[src/rtl/xbar_pkg.sv]
// Package: shared default sizes of the core-to-bank request crossbar.
// Assumes: the top module uses these only as parameter defaults.
package xbar_pkg;
    parameter int XB_CORES      = 8;
    parameter int XB_BANKS      = 4;
    parameter int XB_ADDR_W     = 32;
    parameter int XB_DATA_W     = 32;
    parameter int XB_LINE_BYTES = 64;
    parameter int XB_QDEPTH     = 4;
endpackage

[src/rtl/xbar_rr_arb.sv]
// Module: round-robin arbiter for one bank.
// Picks the first requester at or after the pointer, wrapping upward.
// The pointer moves just past the winner, and only when a grant is issued.
// Assumes: N >= 2; en low suppresses the grant and freezes the pointer.
module xbar_rr_arb #(
    parameter int N = 8,
    localparam int IW = $clog2(N)
) (
    input  logic          clk,
    input  logic          rst_n,
    input  logic [N-1:0]  req,
    input  logic          en,
    output logic [N-1:0]  gnt,
    output logic [IW-1:0] gnt_idx
);
    logic [IW-1:0] ptr;
    logic [IW-1:0] k;
    logic          found;

    // Scan the requesters starting at the pointer and pick the first one.
    always_comb begin
        gnt     = '0;
        gnt_idx = ptr;
        found   = 1'b0;
        k       = '0;
        for (int i = 0; i < N; i++) begin
            k = IW'((int'(ptr) + i) % N);
            if (!found && req[k]) begin
                found   = 1'b1;
                gnt_idx = k;
            end
        end
        if (en && found) gnt[gnt_idx] = 1'b1;
    end

    // Move the pointer past the core that was just granted.
    always_ff @(posedge clk) begin
        if (!rst_n)
            ptr <= '0;
        else if (en && found)
            ptr <= (gnt_idx == IW'(N - 1)) ? '0 : gnt_idx + 1'b1;
    end
endmodule

[src/rtl/xbar_req_fifo.sv]
// Module: circular request queue for one bank.
// Assumes: the caller never pushes while full; a pop while empty is ignored.
module xbar_req_fifo #(
    parameter int W     = 67,
    parameter int DEPTH = 4,
    localparam int PW = (DEPTH > 1) ? $clog2(DEPTH) : 1,
    localparam int CW = $clog2(DEPTH + 1)
) (
    input  logic         clk,
    input  logic         rst_n,
    input  logic         push,
    input  logic [W-1:0] push_data,
    input  logic         pop,
    output logic         valid,
    output logic [W-1:0] head,
    output logic         full
);
    logic [W-1:0]  mem [DEPTH];
    logic [PW-1:0] wp, rp;
    logic [CW-1:0] cnt;
    logic          do_push, do_pop;

    // Qualify the push and pop strobes and expose the head entry.
    always_comb begin
        full    = (cnt == CW'(DEPTH));
        valid   = (cnt != '0);
        do_push = push && !full;
        do_pop  = pop && valid;
        head    = mem[rp];
    end

    // Write the incoming entry into its slot.
    always_ff @(posedge clk) begin
        if (do_push) mem[wp] <= push_data;
    end

    // Advance the read and write pointers and track the occupancy.
    always_ff @(posedge clk) begin
        if (!rst_n) begin
            wp  <= '0;
            rp  <= '0;
            cnt <= '0;
        end else begin
            if (do_push) wp <= (wp == PW'(DEPTH - 1)) ? '0 : wp + 1'b1;
            if (do_pop)  rp <= (rp == PW'(DEPTH - 1)) ? '0 : rp + 1'b1;
            cnt <= cnt + CW'(do_push) - CW'(do_pop);
        end
    end
endmodule

[src/rtl/core_bank_xbar.sv]
// Module: queued crossbar from NUM_CORES request ports to NUM_BANKS cache banks.
// The bank is chosen from the address bits just above the line offset.
// Each bank has its own round-robin arbiter and request queue.
// Assumes: NUM_BANKS and LINE_BYTES are powers of two and NUM_BANKS >= 2.
module core_bank_xbar
    import xbar_pkg::*;
#(
    parameter int NUM_CORES  = XB_CORES,
    parameter int NUM_BANKS  = XB_BANKS,
    parameter int ADDR_W     = XB_ADDR_W,
    parameter int DATA_W     = XB_DATA_W,
    parameter int LINE_BYTES = XB_LINE_BYTES,
    parameter int QDEPTH     = XB_QDEPTH
) (
    input  logic                                   clk,
    input  logic                                   rst_n,
    input  logic [NUM_CORES-1:0]                   req_valid,
    input  logic [NUM_CORES*ADDR_W-1:0]            req_addr,
    input  logic [NUM_CORES*DATA_W-1:0]            req_data,
    output logic [NUM_CORES-1:0]                   req_ready,
    output logic [NUM_BANKS-1:0]                   bank_valid,
    output logic [NUM_BANKS*ADDR_W-1:0]            bank_addr,
    output logic [NUM_BANKS*DATA_W-1:0]            bank_data,
    output logic [NUM_BANKS*$clog2(NUM_CORES)-1:0] bank_src,
    input  logic [NUM_BANKS-1:0]                   bank_ready
);
    localparam int OFS_W  = $clog2(LINE_BYTES);
    localparam int BSEL_W = $clog2(NUM_BANKS);
    localparam int SRC_W  = $clog2(NUM_CORES);
    localparam int ENT_W  = SRC_W + ADDR_W + DATA_W;

    logic [BSEL_W-1:0]                    tgt [NUM_CORES];
    logic [NUM_BANKS-1:0][NUM_CORES-1:0]  hit;
    logic [NUM_BANKS-1:0][NUM_CORES-1:0]  gnt;

    // Decode each core's target bank from its line address.
    for (genvar c = 0; c < NUM_CORES; c++) begin : g_core
        assign tgt[c] = req_addr[c*ADDR_W + OFS_W +: BSEL_W];
        for (genvar b = 0; b < NUM_BANKS; b++) begin : g_hit
            assign hit[b][c] = req_valid[c] && (tgt[c] == BSEL_W'(b));
        end
    end

    // A core is ready when any bank arbiter grants it.
    always_comb begin
        req_ready = '0;
        for (int b = 0; b < NUM_BANKS; b++) req_ready = req_ready | gnt[b];
    end

    for (genvar b = 0; b < NUM_BANKS; b++) begin : g_bank
        logic             full, room, push;
        logic [SRC_W-1:0] widx;
        logic [ENT_W-1:0] push_ent, head;

        // The arbiter may grant only while the queue has room.
        always_comb begin
            room     = !full;
            push     = |gnt[b];
            push_ent = {widx, req_addr[widx*ADDR_W +: ADDR_W],
                        req_data[widx*DATA_W +: DATA_W]};
        end

        xbar_rr_arb #(.N(NUM_CORES)) u_arb (
            .clk     (clk),
            .rst_n   (rst_n),
            .req     (hit[b]),
            .en      (room),
            .gnt     (gnt[b]),
            .gnt_idx (widx)
        );

        xbar_req_fifo #(.W(ENT_W), .DEPTH(QDEPTH)) u_fifo (
            .clk       (clk),
            .rst_n     (rst_n),
            .push      (push),
            .push_data (push_ent),
            .pop       (bank_ready[b]),
            .valid     (bank_valid[b]),
            .head      (head),
            .full      (full)
        );

        assign bank_src [b*SRC_W  +: SRC_W ] = head[ENT_W-1 -: SRC_W];
        assign bank_addr[b*ADDR_W +: ADDR_W] = head[DATA_W +: ADDR_W];
        assign bank_data[b*DATA_W +: DATA_W] = head[DATA_W-1:0];
    end
endmodule

[config.mk]
export PLATFORM = sky130hd
export DESIGN_NAME = core_bank_xbar
export DESIGN_NICKNAME = d
export VERILOG_FILES = /design/src/rtl/xbar_pkg.sv /design/src/rtl/xbar_rr_arb.sv /design/src/rtl/xbar_req_fifo.sv /design/src/rtl/core_bank_xbar.sv
export SDC_FILE = /design/constraint.sdc
export NUM_CORES = 2
export LEC_CHECK = 0
export ABC_AREA = 0
export CAP_MARGIN = 5
export CORE_MARGIN = 5
export CORE_UTILIZATION = 45
export DETAILED_ROUTE_END_ITERATION = 8
export PLACE_DENSITY = 0.76
export SLEW_MARGIN = 20
export SYNTH_ARGS = -nofsm -noshare
export SYNTH_HDL_FRONTEND = slang
export SYNTH_SLANG_ARGS = --single-unit
[constraint.sdc]
create_clock -name clk -period 8.5 [get_ports clk]
set_input_delay 0.85 -clock clk [delete_from_list [all_inputs] [get_ports clk]]
set_output_delay 0.85 -clock clk [all_outputs]
set_load 0.01 [all_outputs]
# ---- Word level (Yosys, flattened, before mapping)
# Memories as Yosys holds them, arrays and structs flattened. A register that Yosys moved wholly into a read port is not among the register bits.
# Index checks and enable logic that the tools add are counted.
dict set report totals {
  reg_bits 40
  mem_bits_rw 1072
  memories 4
}
dict set report op_classes {
  magnitude_cmp 40
  n_addsub 48
  reduce_logical 124
  n_eq_ne 40
  bitwise 3
  shifts 8
  n_mux 164
}
# name words width read_ports rd_clocked_by_memory_dff wr line_no
set mem_list {}
lappend mem_list {{g_bank[0].u_fifo.mem} 4 67 1 1 1 xbar_req_fifo.sv:18} ;# logic [W-1:0] mem [DEPTH];
lappend mem_list {{g_bank[1].u_fifo.mem} 4 67 1 1 1 xbar_req_fifo.sv:18}
lappend mem_list {{g_bank[2].u_fifo.mem} 4 67 1 1 1 xbar_req_fifo.sv:18}
lappend mem_list {{g_bank[3].u_fifo.mem} 4 67 1 1 1 xbar_req_fifo.sv:18}
# operator n
set op_table {}
lappend op_table {{$shiftx A256 B9 Y32} 8}
lappend op_table {{$lt A3 B4 Y1 const B} 36}
lappend op_table {{$bmux W1 S3} 32}
lappend op_table {{$mux W3} 32}
lappend op_table {{$logic_and A1 B1 Y1} 76}
lappend op_table {{$mux W1} 76}
lappend op_table {{$add A3 B3 Y3 const B} 16}
lappend op_table {{$eq A2 B2 Y1 const B} 24}
lappend op_table {{$logic_not A1 Y1} 32}
lappend op_table {{$mux W2} 16}
lappend op_table {{$mux W8} 4}
lappend op_table {{$reduce_or A8 Y1} 4}
lappend op_table {{$add A3 B1 Y3 const B} 8}
lappend op_table {{$add A3 B2 Y3 const B} 8}
lappend op_table {{$eq A3 B3 Y1 const B} 8}
lappend op_table {{$or A8 B8 Y8} 3}
lappend op_table {{$add A2 B1 Y2 const B} 8}
lappend op_table {{$eq A2 B1 Y1 const B} 8}
lappend op_table {{$logic_not A2 Y1} 8}
lappend op_table {{$add A3 B1 Y3} 4}
lappend op_table {{$demux W1 S3} 4}
lappend op_table {{$ge A3 B1 Y1 const B} 4}
lappend op_table {{$reduce_bool A3 Y1} 4}
lappend op_table {{$sub A3 B1 Y3} 4}

# ---- Logic depth before layout (Yosys ltp)
dict set report depth {
  depth_word 35
  mapped_depth 19
}

# ---- Hierarchy
# From an unflattened synthesis, not the netlist that was laid out.
dict set report hier_totals {
  cells_unflattened 3096
  hier_area_um2 61292.5
}
# mod cells_each area_per_inst_um2 n_inst
set modules_own_cells {}
lappend modules_own_cells {xbar_req_fifo 402 10178.5 4}
lappend modules_own_cells {core_bank_xbar 972 15716.3 1}
lappend modules_own_cells {{xbar_rr_arb at g_bank[0].u_arb ...} 125 1198.6 3}
lappend modules_own_cells {{xbar_rr_arb at g_bank[3].u_arb} 141 1266.2 1}

# ---- Worst setup path after synthesis
# No wires, ideal clock.
dict set report synth_path {
  path_kind {register to register}
  start {register g_bank[2].u_arb.ptr[0]}
  end {memory g_bank[2].u_fifo.mem[0][0], enable pin}
  arrival_ns 5.018
  path_slack_ns 3.050
  period_less_slack_ns 5.450
  stages_incl_launch_ff 13
  setup_ns 0.432
  cell_sequence {dfxtp_1 > clkbuf_1 > inv_1 > clkbuf_1 > ha_1 > buf_2 > mux4_2 > mux2i_1 > o21bai_1 > nor3_4 > a32oi_1 > clkbuf_1 > and2_1}
}
dict set report synth_between {
  elab_chain_len 33
  elab_cells_between_ends 63
  classes_between {7 x add/sub; 2 x order compare; 36 x mux; 18 x reduce/logical}
}
# item line_no
set synth_lines {}
lappend synth_lines {{from (decl)} xbar_rr_arb.sv:16} ;# logic [IW-1:0] ptr;
lappend synth_lines {{from (signal assigned)} xbar_rr_arb.sv:41} ;# ptr <= (gnt_idx == IW'(N - 1)) ? '0 : gnt_idx + 1'b1;
lappend synth_lines {{branches (longest 28 deep; another with $add A3 B1 Y3)} n/a}
lappend synth_lines {{$mux W8 *} xbar_rr_arb.sv:33} ;# if (en && found) gnt[gnt_idx] = 1'b1;
lappend synth_lines {{$reduce_or A8 Y1 *} core_bank_xbar.sv:58} ;# push = |gnt[b];
lappend synth_lines {{$logic_and A1 B1 Y1 *} xbar_req_fifo.sv:27} ;# do_push = push && !full;
lappend synth_lines {{named net g_bank[2].u_fifo.do_push} xbar_req_fifo.sv:21} ;# logic do_push, do_pop;
lappend synth_lines {{$mux W1 *} xbar_req_fifo.sv:34} ;# if (do_push) mem[wp] <= push_data;
lappend synth_lines {{$mux W1 (implied by the code) *} xbar_req_fifo.sv:34}
lappend synth_lines {{to (decl)} xbar_req_fifo.sv:18}
# Mark *: on every way through the listed nets, which the timed path passes. The select of a mux whose other input is x is not followed.

# ---- Worst setup path after layout
dict set report layout_path {
  start {register g_bank[2].u_arb.ptr[0]}
  end {output req_ready[5]}
}
dict set report layout_between {
  elab_chain_len 31
  elab_cells_between_ends 61
  classes_between {7 x add/sub; 2 x order compare; 34 x mux; 2 x bitwise; 16 x reduce/logical}
}
# item line_no
set layout_lines {}
lappend layout_lines {{branches (longest 28 deep; another with $add A3 B1 Y3)} n/a}
lappend layout_lines {{$mux W8 *} xbar_rr_arb.sv:33}
lappend layout_lines {{$or A8 B8 Y8 * (2 in series)} core_bank_xbar.sv:47} ;# for (int b = 0; b < NUM_BANKS; b++) req_ready = req_ready | gnt[b];
lappend layout_lines {{to (decl)} core_bank_xbar.sv:20} ;# output logic [NUM_CORES-1:0] req_ready,
# Every way passes the cells marked *. The select of a mux whose other input is x is not followed.

==> summary.txt <==
Status
  • Outcome: finished, final reports clean

Layout
  • Finished Layout Cells: 6997
  • Cell area after layout: 0.0774 mm^2
  • Filler cells: 11200
  • Share of layout cells above drive strength 1: 19.0%
  • Area grow syn2layout: 22.1%
  • Final net count: 5482

Worst setup path
  • Arrival time at the worst endpoint: 7.04 ns
  • Critical Path, Cell by Cell: inv_1, ha_1, inv_2, mux4_2, mux2_2, o32a_1, nor3_4, a21o_1, o21a_4, clkinv_8, o32ai_1, a311o_1, clkdlybuf4s50_1
  • Worst Setup Path Type: reg2out
  • Crit start category: register
  • Slowest cell on the critical path: dfxtp_1
  • Worst EP required: 7.65 ns
  • R2R cell count: 13
  • Worst reg2reg startpoint: g_bank[2].u_arb.ptr[0]
  • CP max stage delay: 0.82 ns
  • CP Max Fanout: 101
  • Critical Path End Type: primary output
  • Worst Setup SP: g_bank[2].u_arb.ptr[0]

Clock network
  • CTS Buffer Depth: 3
  • CTS clock-pin slew for the worst setup and hold paths: 0.07 ns
  • Hold buffer count at CTS: 0
  • Clk sink count: 1120
  • Htree depth: 3
  • Clock Latency Late Sink: 0.78 ns
  • CTS Root Buffer Type: clkbuf_16
  • TritonCTS buffer count: 121
  • Postcts setup bufs: 0
  • CTS tree: yes
  • # resized after CTS: 0

STA
  • Measured slew at the worst slew-check pin: 1.22 ns
  • Final worst-path cycle share: 92.8%
  • RSZ-0062 raised after global routing: no
  • Minimum clock period: 7.89 ns
  • Pins Over Slew Limit: 0
  • Final Hold Vio Count: 0
  • Slew HR: 18.9%
  • Final setup viols: 0
  • Fmax: 127 MHz
  • Max Clock Skew: 0.0413 ns
  • Post-Route Setup TNS: 0 ns

Synthesis
  • Ys async rst share: 0%
  • Syn avg cell area: 14.8 um^2
  • Synth Instances: 4274
  • Top_reg_cell synth: edfxtp_1
  • Synth area leader: edfxtp_1
  • Synth top area cells: edfxtp_1 51%, mux4_2 16%, mux2i_1 9.6%
  • Mapped cell area: 0.0634 mm^2
  • Synth cell count leaders: 1072 x edfxtp_1, 606 x mux2i_1, 443 x mux4_2, 225 x a21oi_1, 157 x clkbuf_1
  • Synth Net Count: 4840
  • Post-synthesis register bit count: 1120
  • Cell variety after synth: 98
  • Register area share after synthesis: 52.3%
  • Share of the synthesized area in the top cell type: 50.8%
  • Count leader, synth: edfxtp_1
  • Number of flops mapped to enable cells by yosys: 1072
  • Yosys warns: 0

GRT
  • Number of antenna violations at the first check in global routing: 138
  • GRT Total Usage: 35.0%
  • Vias in the first global route: 45600
  • First-pass GRT wire length: 365 mm
  • Largest net degree at the start of global routing: 124
  • Gr ovfl total: 0

Drt
  • Final wirelength: 267 mm
  • Post-DRT Antenna Nets: 0
  • Routed WL per cell: 38.2 um
  • 1st-iter DRT viols: 6655
  • DR vias: 47900
  • # DRC: 0
  • DRT Pass-1 Iters: 7
  • Vias per cell: 6.84

Hold path
  • Hold Crit Depth: 2
  • Hold Crit Class: reg2reg
  • HP Start: g_bank[0].u_fifo.rp[1]

Placed design
  • Port bufs: 805
  • Placed Area: 0.0729 mm^2
  • Cells after DPL: 6668
  • RePlAce Congestion: 0.912
  • Hpwl dp: 190 mm

Floorplanning
  • Starting Density: 45.4%
  • Die Ht: 385 um
  • Die area: 0.148 mm^2
  • Die Width: 385 um
  • Core area: 0.140 mm^2
  • Row count: 137
  • Ports: 806

Job
  • MaxCap Viol Count: 0
-- per-layer routing --
layer  GRT usage (%)  vias to the layer above  wire length [um]
met5               0                        -               529
met4            23.8                       80             22100
met3            12.3                      782             33200
met2            54.5                     3408            122000
met1            40.8                    24400             89300
li1                -                    19200                 -
-- state kept, by name, indices dropped and copies added, names as in the netlist, named ones only --
signal / cells
g_bank.u_fifo.rp: 8
g_bank.u_fifo.mem: 1072
g_bank.u_arb.ptr: 12
g_bank.u_fifo.cnt: 12
g_bank.u_fifo.wp: 8
-- worst max-delay path: cells and delay by family, from the launching register on --
family,cells,cell delay [ns]
adder cells (fa/ha/maj),1,0.82
AND/OR/NAND/NOR,1,0.33
buffers and inverters,4,1.65
AO/OA/AOI/OAI,5,1.70
flip-flops,1,0.82
multiplexers,2,0.79
-- cell families after synthesis --
logic type / synth area share (%)
compound gates: 9.93
simple gates: 4.45
fa+ha+maj: 0.837
xor+xnor: 0.500
buf+inv: 3.18
flops: 52.3
mux: 28.8
-- final cells by class --
class / instances / area, um^2 / area share [%]
inverter: 58 / 238 / 0.307
sequential: 1120 / 33200 / 42.9
clock buffer: 146 / 3250 / 4.19
tap: 1876 / 2350 / 3.03
clock inverter: 82 / 935 / 1.21
multi-input combinational: 2722 / 28300 / 36.6
timing repair buffer: 893 / 8840 / 11.4
antenna: 100 / 250 / 0.323
-- through the flow --
step / worst slack, ns / util [%] / hold slack (ns)
CTS: 0.593 / 55.2 / 0.499
floorplan: 3.05 / - / 0.467
global route: 0.258 / 55.3 / 0.532
detailed placement: 1.43 / 52.2 / 0.494
finish: 0.609 / 55.4 / 0.499
global placement: 1.42 / 52.2 / 0.473
-- layout by cell type, fill, tap and decap left out, types with 116 or more instances in the layout --
cell / count
clkbuf_16: 124
nand2_1: 130
a221oi_1: 116
a211oi_1: 130
a21oi_1: 225
mux2i_1: 606
mux2_2: 140
mux4_2: 443
clkdlybuf4s50_1: 804
edfxtp_1: 1072
nor2_1: 120
-- final timing paths --
kind | end | slack, ns
worst min register to register | register | 0.50
worst min-delay path | register | 0.50
worst max-delay path | req_ready[5] | 0.61
worst max register to register | g_bank[2].u_fifo.mem[3][53] | 1.44
Power is left out: the tool's default activity adds up to more than one toggle a clock period on the data nets, which glitch-free logic cannot reach.
